===== config.mk =====
export PLATFORM = sky130hd
export DESIGN_NAME = ttalu_core
export DESIGN_NICKNAME = d
export VERILOG_FILES = /design/src/rtl/ttalu_pkg.sv /design/src/rtl/ttalu_ctl.sv /design/src/rtl/ttalu_carry.sv /design/src/rtl/ttalu_slice.sv /design/src/rtl/ttalu_core.sv
export SDC_FILE = /design/constraint.sdc
export NUM_CORES = 1
export LEC_CHECK = 0
export BUFFER_PORTS_ARGS = -buffer_cell sky130_fd_sc_hd__clkbuf_2
export CAP_MARGIN = 20
export CELL_PAD_IN_SITES_DETAIL_PLACEMENT = 0
export CELL_PAD_IN_SITES_GLOBAL_PLACEMENT = 1
export CORE_MARGIN = 1
export CORE_UTILIZATION = 46
export DETAILED_ROUTE_END_ITERATION = 10
export PLACE_DENSITY = 0.92
export RECOVER_POWER = 100
export SYNTH_ARGS = -nofsm -noshare
export SYNTH_HDL_FRONTEND = slang
export SYNTH_SLANG_ARGS = --single-unit

===== constraint.sdc =====
create_clock -name vclk -period 7.66
set_input_delay 1.149 -clock vclk [all_inputs]
set_output_delay 1.149 -clock vclk [all_outputs]
set_load 0.03 [all_outputs]

===== src/rtl/ttalu_pkg.sv =====
// Package: shared operation codes, control word type and the truth-table
// lookup used by every slice. Assumes tables are indexed {x,y}: bit 3 for
// (1,1), bit 2 for (1,0), bit 1 for (0,1), bit 0 for (0,0).
package ttalu_pkg;

    localparam int OPC_W = 5;

    localparam logic [OPC_W-1:0] OPC_PASS_A   = 5'd0;
    localparam logic [OPC_W-1:0] OPC_PASS_B   = 5'd1;
    localparam logic [OPC_W-1:0] OPC_INV_A    = 5'd2;
    localparam logic [OPC_W-1:0] OPC_INV_B    = 5'd3;
    localparam logic [OPC_W-1:0] OPC_XOR      = 5'd4;
    localparam logic [OPC_W-1:0] OPC_OR       = 5'd5;
    localparam logic [OPC_W-1:0] OPC_AND      = 5'd6;
    localparam logic [OPC_W-1:0] OPC_NAND     = 5'd7;
    localparam logic [OPC_W-1:0] OPC_XNOR     = 5'd8;
    localparam logic [OPC_W-1:0] OPC_ZERO     = 5'd9;
    localparam logic [OPC_W-1:0] OPC_ONES     = 5'd10;
    localparam logic [OPC_W-1:0] OPC_INC_A    = 5'd11;
    localparam logic [OPC_W-1:0] OPC_INC_B    = 5'd12;
    localparam logic [OPC_W-1:0] OPC_DEC_A    = 5'd13;
    localparam logic [OPC_W-1:0] OPC_DEC_B    = 5'd14;
    localparam logic [OPC_W-1:0] OPC_NEG_A    = 5'd15;
    localparam logic [OPC_W-1:0] OPC_NEG_B    = 5'd16;
    localparam logic [OPC_W-1:0] OPC_ADD      = 5'd17;
    localparam logic [OPC_W-1:0] OPC_ADDC     = 5'd18;
    localparam logic [OPC_W-1:0] OPC_SUB      = 5'd19;
    localparam logic [OPC_W-1:0] OPC_SUBB     = 5'd20;
    localparam logic [OPC_W-1:0] OPC_RSUB     = 5'd21;
    localparam logic [OPC_W-1:0] OPC_LAST     = OPC_RSUB;

    // Common table values
    localparam logic [3:0] TT_ALL  = 4'b1111;
    localparam logic [3:0] TT_X    = 4'b1100;  // first input
    localparam logic [3:0] TT_Y    = 4'b1010;  // second input
    localparam logic [3:0] TT_NX   = 4'b0011;
    localparam logic [3:0] TT_NY   = 4'b0101;
    localparam logic [3:0] TT_XOR  = 4'b0110;
    localparam logic [3:0] TT_XNOR = 4'b1001;

    typedef enum logic [1:0] {
        CIN_ZERO = 2'd0,
        CIN_ONE  = 2'd1,
        CIN_EXT  = 2'd2
    } cin_sel_e;

    typedef struct packed {
        logic [3:0] prop_tt;
        logic [3:0] kill_tt;
        logic [3:0] res_tt;
        cin_sel_e   cin_sel;
    } ctl_t;

    // Evaluate a 4-entry truth table on two inputs.
    function automatic logic tt_eval(input logic [3:0] tt, input logic x, input logic y);
        return tt[{x, y}];
    endfunction

endpackage


===== src/rtl/ttalu_ctl.sv =====
// Module: operation decoder. Purely combinational; maps an operation code to
// the propagate, kill and result tables plus the slice-0 carry source.
// Assumes codes above OPC_LAST are unused and must yield all-zero tables.
module ttalu_ctl
    import ttalu_pkg::*;
(
    input  logic [OPC_W-1:0] op_code,
    output ctl_t             ctl
);

    // Table selection per operation code
    always_comb begin
        ctl = '{prop_tt: 4'b0000, kill_tt: 4'b0000, res_tt: 4'b0000, cin_sel: CIN_ZERO};
        if (op_code <= OPC_ONES) begin
            ctl.kill_tt = TT_ALL;
            ctl.res_tt  = TT_X;
        end
        case (op_code)
            OPC_PASS_A: ctl.prop_tt = TT_X;
            OPC_PASS_B: ctl.prop_tt = TT_Y;
            OPC_INV_A:  ctl.prop_tt = TT_NX;
            OPC_INV_B:  ctl.prop_tt = TT_NY;
            OPC_XOR:    ctl.prop_tt = TT_XOR;
            OPC_OR:     ctl.prop_tt = 4'b1110;
            OPC_AND:    ctl.prop_tt = 4'b1000;
            OPC_NAND:   ctl.prop_tt = 4'b0111;
            OPC_XNOR:   ctl.prop_tt = TT_XNOR;
            OPC_ZERO:   ctl.prop_tt = 4'b0000;
            OPC_ONES:   ctl.prop_tt = TT_ALL;
            OPC_INC_A:  ctl = '{prop_tt: TT_X,  kill_tt: TT_NX, res_tt: TT_XOR,  cin_sel: CIN_ONE};
            OPC_INC_B:  ctl = '{prop_tt: TT_Y,  kill_tt: TT_NY, res_tt: TT_XOR,  cin_sel: CIN_ONE};
            OPC_DEC_A:  ctl = '{prop_tt: TT_NX, kill_tt: TT_X,  res_tt: TT_XNOR, cin_sel: CIN_ONE};
            OPC_DEC_B:  ctl = '{prop_tt: TT_NY, kill_tt: TT_Y,  res_tt: TT_XNOR, cin_sel: CIN_ONE};
            OPC_NEG_A:  ctl = '{prop_tt: TT_NX, kill_tt: TT_X,  res_tt: TT_XOR,  cin_sel: CIN_ONE};
            OPC_NEG_B:  ctl = '{prop_tt: TT_NY, kill_tt: TT_Y,  res_tt: TT_XOR,  cin_sel: CIN_ONE};
            OPC_ADD:    ctl = '{prop_tt: TT_XOR,  kill_tt: 4'b0001, res_tt: TT_XOR,  cin_sel: CIN_ZERO};
            OPC_ADDC:   ctl = '{prop_tt: TT_XOR,  kill_tt: 4'b0001, res_tt: TT_XOR,  cin_sel: CIN_EXT};
            OPC_SUB:    ctl = '{prop_tt: TT_XNOR, kill_tt: 4'b0100, res_tt: TT_XNOR, cin_sel: CIN_ZERO};
            OPC_SUBB:   ctl = '{prop_tt: TT_XNOR, kill_tt: 4'b0100, res_tt: TT_XNOR, cin_sel: CIN_EXT};
            OPC_RSUB:   ctl = '{prop_tt: TT_XNOR, kill_tt: 4'b0010, res_tt: TT_XNOR, cin_sel: CIN_ZERO};
            default:    ;
        endcase
    end

    // Guard the decoder's grouping of codes
    always_comb begin
        if (op_code <= OPC_ONES) begin
            p_logic_ctl_r1: assert (ctl.kill_tt == TT_ALL && ctl.res_tt == TT_X && ctl.cin_sel == CIN_ZERO)
                else $error("bitwise code with arithmetic tables");
        end
        if (op_code >= OPC_INC_A && op_code <= OPC_NEG_B) begin
            p_forced_cin_r3: assert (ctl.cin_sel == CIN_ONE)
                else $error("unary arithmetic code without forced carry");
        end
        if (op_code > OPC_LAST) begin
            p_unused_zero_r12: assert (ctl.prop_tt == 4'b0000 && ctl.kill_tt == 4'b0000 &&
                                       ctl.res_tt == 4'b0000 && ctl.cin_sel == CIN_ZERO)
                else $error("unused code produced non-zero tables");
        end
        p_ext_only_r11: assert ((ctl.cin_sel == CIN_EXT) == (op_code == OPC_ADDC || op_code == OPC_SUBB))
            else $error("external carry chosen for wrong code");
    end

endmodule


===== src/rtl/ttalu_carry.sv =====
// Module: propagate/kill carry cell. Passes the incoming carry when the
// propagate bit is set, kills it when only kill is set, and generates a
// carry when neither is set.
module ttalu_carry (
    input  logic prop,
    input  logic kill,
    input  logic cin,
    output logic cout
);

    // Carry selection from propagate and kill
    always_comb begin
        case ({prop, kill})
            2'b10, 2'b11: cout = cin;
            2'b01:        cout = 1'b0;
            default:      cout = 1'b1;
        endcase
    end

endmodule


===== src/rtl/ttalu_slice.sv =====
// Module: one bit of the ALU. Evaluates the propagate and kill tables on the
// operand bits, runs the carry cell, then evaluates the result table on
// (propagate, carry in). Assumes the tables are stable for the whole slice.
module ttalu_slice
    import ttalu_pkg::*;
(
    input  logic       a_bit,
    input  logic       b_bit,
    input  logic       cin,
    input  logic [3:0] prop_tt,
    input  logic [3:0] kill_tt,
    input  logic [3:0] res_tt,
    output logic       y_bit,
    output logic       cout
);

    logic prop;
    logic kill;

    // Operand-side table lookups
    always_comb begin
        prop = tt_eval(prop_tt, a_bit, b_bit);
        kill = tt_eval(kill_tt, a_bit, b_bit);
    end

    ttalu_carry u_carry (
        .prop (prop),
        .kill (kill),
        .cin  (cin),
        .cout (cout)
    );

    // Result lookup on propagate and incoming carry
    always_comb begin
        y_bit = tt_eval(res_tt, prop, cin);
    end

    // Carry cell behaviour seen from the slice
    always_comb begin
        if (prop) begin
            p_carry_pass_r6: assert (cout == cin) else $error("carry not propagated");
        end else if (kill) begin
            p_carry_kill_r8: assert (cout == 1'b0) else $error("carry not killed");
        end else begin
            p_carry_gen_r6: assert (cout == 1'b1) else $error("carry not generated");
        end
    end

endmodule


===== src/rtl/ttalu_core.sv =====
// Module: top of the truth-table ALU. Decodes the operation code, picks the
// slice-0 carry, and ripples the carry through W identical slices. Holds no
// state, so it has neither clock nor reset.
module ttalu_core
    import ttalu_pkg::*;
#(
    parameter int W = 4
) (
    input  logic [OPC_W-1:0] op_code,
    input  logic [W-1:0]     a,
    input  logic [W-1:0]     b,
    input  logic             ext_cin,
    output logic [W-1:0]     y,
    output logic             cout
);

    localparam int CHAIN_N = W + 1;

    ctl_t               ctl;
    logic [CHAIN_N-1:0] carry;

    ttalu_ctl u_ctl (
        .op_code (op_code),
        .ctl     (ctl)
    );

    // Slice-0 carry source
    always_comb begin
        case (ctl.cin_sel)
            CIN_ONE: carry[0] = 1'b1;
            CIN_EXT: carry[0] = ext_cin;
            default: carry[0] = 1'b0;
        endcase
    end

    for (genvar i = 0; i < W; i++) begin : g_slice
        ttalu_slice u_slice (
            .a_bit   (a[i]),
            .b_bit   (b[i]),
            .cin     (carry[i]),
            .prop_tt (ctl.prop_tt),
            .kill_tt (ctl.kill_tt),
            .res_tt  (ctl.res_tt),
            .y_bit   (y[i]),
            .cout    (carry[i+1])
        );
    end

    assign cout = carry[W];

    // End-to-end arithmetic checks at the ports
    always_comb begin
        if (op_code == OPC_ADD) begin
            p_add_sum_r6: assert ({cout, y} == ({1'b0, a} + {1'b0, b}))
                else $error("add result mismatch");
        end
        if (op_code == OPC_ADDC) begin
            p_addc_sum_r7: assert ({cout, y} == ({1'b0, a} + {1'b0, b} + {{W{1'b0}}, ext_cin}))
                else $error("add-with-carry result mismatch");
        end
        if (op_code == OPC_XOR) begin
            p_xor_bits_r1: assert (y == (a ^ b) && !cout) else $error("xor mismatch");
        end
        if (op_code > OPC_LAST) begin
            p_unused_out_r12: assert (y == '0 && cout) else $error("unused code output");
        end
    end

endmodule


After elaboration in Yosys (flattened, before gate mapping) --
Cells that the tools add are included.
Word-level totals: register bits 0, logic and storage cells 86
Operators by class: $lt $le $gt $ge 9, equality and inequality tests 34, muxes and demuxes 32, reductions and logical operators 11
Operators with widths (number):
- 10-bit one-hot mux with 11 select lines | 1
- 4-bit one-hot mux with 10 select lines | 1
- 5-bit by 4-bit equality test with 1-bit output (second input constant) | 7
- 5-bit equality test (second input constant) | 6
- 1-bit binary-select mux with 2-bit select | 12
- 2-bit by 3-bit less-than comparator with 1-bit output (second input constant) | 8
- 5-bit by 3-bit equality test with 1-bit output (second input constant) | 4
- 2-bit equality test (second input constant) | 9
- 1-bit 2-to-1 mux | 12
- 2-bit OR reduction | 6
- 2-bit by 1-bit equality test with 1-bit output (second input constant) | 5
- 5-bit by 2-bit equality test with 1-bit output (second input constant) | 2
- 1-bit one-hot mux with 2 select lines | 5
- 3-bit OR reduction | 3
- 8-bit 2-to-1 mux | 1
- 5-bit by 1-bit equality test with 1-bit output (second input constant) | 1
- 5-bit by 4-bit <= comparator with 1-bit output (second input constant) | 1
- 5-bit logical NOT | 1
- 4-bit OR reduction | 1

Depth between registers and ports, before layout --
Gate-level depths: netlist (run 1).
depth in word-level cells 12, gate-level depth with buffers 13, mapped depth without buffers 10

Modules after synthesis --
Synthesis (run 1) repeated with hierarchy kept, for this count alone.
Unflattened totals: cell total of the unflattened synthesis 109, area total of the unflattened synthesis 892.1 µm²
Modules (own cells, without submodules):
- ttalu_ctl | instances 1, cells each 83, area each 515.5 µm², seq. area each 0.0 µm²
- ttalu_slice | instances 4, cells each 3, area each 75.1 µm², seq. area each 0.0 µm²
- ttalu_core | instances 1, cells each 6, area each 41.3 µm², seq. area each 0.0 µm²
- ttalu_carry | instances 4, cells each 2, area each 8.8 µm², seq. area each 0.0 µm²

Worst setup path after synthesis (run 1) --
Ideal clock, no wire load.
kind input -> output, from in op_code[0], to out y[3], arrival time 3.253 ns, data required time 6.511 ns, path slack 3.258 ns, stages on the path 9, cell sequence buf_6 -> nand2b_4 -> maj3_2 -> o211a_1 -> mux4_2 -> and2_4 -> a221oi_2 -> mux2i_1 -> buf_4
On the way: longest elaborated chain between the ends 12, elaborated cells between the ends (all ways) 65, classes of those cells order compare (1); eq/ne (31); mux (23); reduce/logical (10)
RTL lines:
- start: declaration | RTL line ttalu_core.sv:9 | input logic [OPC_W-1:0] op_code,
- 5-bit by 4-bit <= comparator with 1-bit output (tied with other cells)
- 8-bit 2-to-1 mux (tied with other cells) | RTL line ttalu_ctl.sv:14 | if (op_code <= OPC_ONES) begin
- 10-bit one-hot mux with 11 select lines / 4-bit one-hot mux with 10 select lines (equally long branches) | RTL line ttalu_ctl.sv:18 | case (op_code)
- 1-bit binary-select mux with 2-bit select | RTL line ttalu_pkg.sv:56 | return tt[{x, y}];
- 1-bit 2-to-1 mux (not written as such) | RTL line ttalu_pkg.sv:56
- 2-bit equality test | RTL line ttalu_carry.sv:13 | case ({prop, kill})
- 2-bit OR reduction | RTL line ttalu_carry.sv:13
- 1-bit one-hot mux with 2 select lines (3 in a row) | RTL line ttalu_carry.sv:13
- 1-bit binary-select mux with 2-bit select * | RTL line ttalu_pkg.sv:56
- 1-bit 2-to-1 mux (not written as such) * | RTL line ttalu_pkg.sv:56
- end: declaration | RTL line ttalu_core.sv:13 | output logic [W-1:0] y,
Mark *: on every way between the ends. The rest lies on a longest branch, timed or not. The select of a mux whose other input is x is not followed.

Worst setup path after layout (run 1) --
from in op_code[4], to out y[3]
The elaborated chain is that of the path after synthesis.

==> reports/metrics.yaml, run 1 <==
synthesis:
  synth_cell_types: 43
  postSynthCellCount: 123
  syn_area_um2: 925
  yosysTopAreaCellShare_pct: 14.1
  synth_fp_nets: 139
  ys_warn_count: 0
  netlist.top_cell.by_area: "mux2i_1"
  yosys-top-cells-area: "mux2i_1, mux4_2, a21oi_1"
  yosysSeqAreaShare_pct: 0
  avgSynthCellArea_um2: 7.52
critical_path:
  cp_slowest_cell: "a221oi_1"
  end_kind: "primary output"
  critical_path_class: "input pin to primary output"
  cp.required_ns: 6.51
  crit_buf_inv: 3
  crit_path_max_incr_delay_ns: 0.54
  critPathMaxFanout: 15
  critPathArrivalTime_ns: 4.08
  cpLargestDelayFamily: "compound AO/OA/AOI/OAI gates"
  critical_path.startpoint_type: "input pin"
  crit_chain: "clkbuf_2 > inv_1 > nand2_1 > a221oi_1 > a21oi_1 > a22o_1 > mux2_2 > a221oi_1 > mux2i_1 > clkbuf_1"
  timing.critical_path.mode_cell: "a221oi_1"
global_routing:
  overflow: 0
  grt_pass1_vias: 835
  grt_max_degree: 21
  grt_pass1_wl_mm: 3.59
  antenna_found_initial: 0
  grt_util_all_layers_pct: 21.6
cells_and_area:
  final_common_cell: "clkbuf_2"
  layout-area-overhead-vs-synth_pct: 2.84
  final_area_um2: 951
  final_util_pct: 52.8
  clock_buffer_count: 0
  nFlopsAndLatches: 0
  final_cell_mix: "clkbuf_2, mux2i_1, nor2_1"
  n_antenna_cell: 0
  drive_gt1_share_pct: 26.4
  seqCellArea_um2: 0
  nNetsFinal: 147
sta:
  period_minus_slack_ns: 5.23
  drv_slew: 0
  fmax_mhz: 191
  worst_slew_pin_slew_ns: 0.535
  finalSetupTns_ns: 0
  slew-limit-headroom_pct: 64.3
  rsz0062_at_grt: "no"
  final-hold-violation-count: 0
  post-route-period-util_pct: 68.3
  setup_viol: 0
pwr:
  p_int_w: 0.0000348
  switching_power_w: 0.0000503
  power_frac_clock_pct: 0
  power_frac_comb_pct: 100.0
  p_sw_share_pct: 59.1
  powerDensity_nw_per_um2: 89.5
  p_seq_share_pct: 0
  leakagePower_nw: 0.424
  peakVddDrop_uv: 38.0
run_status:
  status: "finished, final reports clean"
clock_network:
  ctsHoldBuffers: 0
  cts_setup_buffers: 0
  cts_resized: 0
floorplan:
  dieArea_um2: 2190
  fp.coreArea_um2: 1800
  start_util_pct: 51.3
  rows: 15
  io_pins: 19
  die_w_um: 46.8
  die_y_um: 46.8
place:
  port_buffers: 19
  gp_congestion: 0.883
  hpwl_mm: 1.68
  place_area_um2: 966
detailed_routing:
  drc: 0
  drt_iter0_markers: 21
  wirelength_mm: 2.12
  postRouteAntennaNets: 0
  wl_per_cell_um: 13.8
  num_vias: 954
  dr.pass1.iters: 4
  vias_per_cell: 6.19
min_path:
  min_from: "a[3]"
  hold_class: "input pin to primary output"
  hold_path_depth: 4
  hold-path-endpoint: "cout"
run:
  max-cap-violations: 0
[cell usage after synthesis (2+ instances only)]
master    instances
mux2i_1          13
nor2_1           11
a21oi_1           9
nand2_1           9
nand3_1           7
buf_4             6
buf_2             5
inv_1             5
mux4_2            5
o21ai_0           5
nand2b_1          4
o21ai_1           4
nor2b_1           3
a21bo_2           2
a221oi_2          2
ha_1              2
mux2_2            2
nor3b_1           2
o211ai_1          2
xnor2_1           2
[layer usage]
metal | wire length (µm) | global-route usage [%]
met1 | 987 | 29.2
met2 | 1030 | 39.7
met3 | 84 | 0.385
met4 | 21 | 2.29
met5 | 0 | 0
[cells by family (layout without fill, tap and decap cells)]
| group | count (synthesis) | after routing | share of synthesized area (%) |
|---|---|---|---|
| buf+inv | 19 | 25 | 11.6 |
| simple gates | 42 | 42 | 24.1 |
| compound gates | 37 | 37 | 29.8 |
| mux | 20 | 20 | 28.7 |
| xor+xnor | 2 | 2 | 1.89 |
| fa+ha+maj | 3 | 3 | 3.92 |
[power by group through the flow]
stage          logic [W]  clock network [W]  registers (W)
6_report       0.0000851                  0              0
5_1_grt        0.0000932                  0              0
4_1_cts        0.0000875                  0              0
3_5_place_dp   0.0000870                  0              0
3_3_place_gp   0.0000855                  0              0
2_1_floorplan  0.0000750                  0              0
[how the worst max path moves through the flow]
stage / start / endpoint / cells after the start
after global routing: op_code[4] / y[3] / 10
final: op_code[4] / y[3] / 10
after CTS: op_code[1] / y[3] / 10
after floorplan: op_code[0] / y[3] / 9
after global placement: op_code[0] / y[3] / 9
after detailed placement: op_code[1] / y[3] / 10
[tightest hold or removal path, cell delays in order]
cell and delay (ns):
clkbuf_2 0.11, mux4_2 0.18, mux2i_1 0.06, clkbuf_2 0.18
[metrics by stage]
step	worst slack [ns]	power (W)	hold WS (ns)	instances
5_1_grt	2.16	0.0000932	2.85	154
4_1_cts	2.89	0.0000875	2.83	154
3_3_place_gp	2.97	0.0000855	2.81	154
6_report	2.43	0.0000851	2.83	154
3_5_place_dp	2.90	0.0000870	2.83	154
2_1_floorplan	3.26	0.0000750	2.65	123
[cell type report]
class              instances  area (µm²)
well taps                 25        31.3
repair buffers            19        92.6
inverters                  6        22.5
fillers                  188         851
multi-input cells        104         805
No activity file was read; power rests on OpenSTA's default activity.
==> run 2, diff against run 1 <==
--- a/config.mk
+++ b/config.mk
@@ -10,9 +10,9 @@
 export CELL_PAD_IN_SITES_DETAIL_PLACEMENT = 0
 export CELL_PAD_IN_SITES_GLOBAL_PLACEMENT = 1
 export CORE_MARGIN = 1
-export CORE_UTILIZATION = 46
+export CORE_UTILIZATION = 43
 export DETAILED_ROUTE_END_ITERATION = 10
-export PLACE_DENSITY = 0.92
+export PLACE_DENSITY = 0.87
 export RECOVER_POWER = 100
 export SYNTH_ARGS = -nofsm -noshare
 export SYNTH_HDL_FRONTEND = slang
==> constraint.sdc (replaced) <==
create_clock -name vclk -period 5.5
set_input_delay 0.825 -clock vclk [all_inputs]
set_output_delay 0.825 -clock vclk [all_outputs]
set_load 0.03 [all_outputs]
==> reports/metrics.yaml, run 2 (synthesis gave the netlist of run 1 again) <==
place:
  hpwl_mm: 1.66
  port_buffers: 19
  gp_congestion: 0.853
critical_path:
  cp.required_ns: 4.68
  critical_path_class: "input pin to primary output"
  critPathMaxFanout: 20
  critPathArrivalTime_ns: 3.79
  end_kind: "primary output"
  critical_path.startpoint_type: "input pin"
sta:
  hold_slack_ns: 2.17
  post-route-period-util_pct: 83.8
  setup_viol: 0
  fmax_mhz: 217
  finalSetupTns_ns: 0
  rsz0062_at_grt: "no"
  period_minus_slack_ns: 4.61
  drv_slew: 0
  slew-limit-headroom_pct: 47.7
  final-hold-violation-count: 0
  worst_slew_pin_slew_ns: 0.785
floorplan:
  io_pins: 19
  die_w_um: 48.4
  start_util_pct: 46.7
  fp.coreArea_um2: 1980
  dieArea_um2: 2340
  die_y_um: 48.4
  rows: 16
global_routing:
  grt_pass1_vias: 803
  antenna_found_initial: 0
  overflow: 0
  grt_max_degree: 21
  grt_util_all_layers_pct: 18.3
  grt_pass1_wl_mm: 3.62
detailed_routing:
  wl_per_cell_um: 13.6
  vias_per_cell: 5.96
  drc: 0
  num_vias: 929
  wirelength_mm: 2.12
  postRouteAntennaNets: 0
  dr.pass1.iters: 4
  drt_iter0_markers: 21
clock_network:
  cts_resized: 0
  ctsHoldBuffers: 0
  cts_setup_buffers: 0
cells_and_area:
  layout-area-overhead-vs-synth_pct: 3.52
  fillers: 201
  clock_buffer_count: 0
  n_antenna_cell: 0
  final_cell_mix: "clkbuf_2, mux2i_1, nor2_1"
  drive_gt1_share_pct: 26.4
  seqCellArea_um2: 0
  final_common_cell: "clkbuf_2"
  nFlopsAndLatches: 0
  nNetsFinal: 147
pwr:
  p_seq_share_pct: 0
  p_sw_share_pct: 59.2
  power_frac_clock_pct: 0
  switching_power_w: 0.0000700
  leakagePower_nw: 0.418
  peakVddDrop_uv: 55.4
  p_int_w: 0.0000483
  powerDensity_nw_per_um2: 124
  power_frac_comb_pct: 100.0
min_path:
  hold_class: "input pin to primary output"
  hold_path_depth: 4
run_status:
  status: "finished, final reports clean"
run:
  max-cap-violations: 0
-- run 2: cell counts in the layout (fill, tap and decap cells not counted) --
Identical to the previous run, type by type.
-- run 2: cell type report --
cell class | instances | area [µm²] | share of cell area, %
timing repair buffer | 19 | 90.1 | 9.41
multi-input combinational | 104 | 811 | 84.7
inverter | 6 | 22.5 | 2.35
tap | 27 | 33.8 | 3.53
-- run 2: worst max-delay path, stage by stage --
cell	delay [ns]
clkbuf_1	0.58
and3b_1	0.30
nor2_1	0.05
o221ai_1	0.38
nor2_1	0.07
o32a_1	0.35
mux2_2	0.31
a221oi_1	0.38
mux2i_1	0.22
clkbuf_1	0.32
-- run 2: power by group through the flow --
stage / Combinational [W] / Sequential [W] / Clock, W
after floorplan: 0.000105 / 0 / 0
after global placement: 0.000120 / 0 / 0
after detailed placement: 0.000121 / 0 / 0
after CTS: 0.000121 / 0 / 0
after global routing: 0.000129 / 0 / 0
final: 0.000118 / 0 / 0
-- run 2: metrics by stage --
step / utilization (%) / worst slack (ns) / cells / total power, W / cell area, µm²
6_report: 48.3 / 0.890 / 156 / 0.000118 / 957
5_1_grt: 48.3 / 0.687 / 156 / 0.000129 / 957
4_1_cts: 48.9 / 1.39 / 156 / 0.000121 / 968
3_5_place_dp: 48.9 / 1.38 / 156 / 0.000121 / 968
3_3_place_gp: 48.9 / 1.41 / 156 / 0.000120 / 968
2_1_floorplan: - / 1.75 / 123 / 0.000105 / 925
-- run 2: routing by layer --
layer  vias up  track usage [%]  wire length (µm)
li1        468                -                 -
met1       439             25.8              1000
met2        22             33.6              1030
met3         0                0                80
met4         0                0                 0
met5         -                0                 0
-- run 2: path summary, 6_finish.rpt --
path | to | start
max | y[3] | op_code[1]
min | cout | a[3]
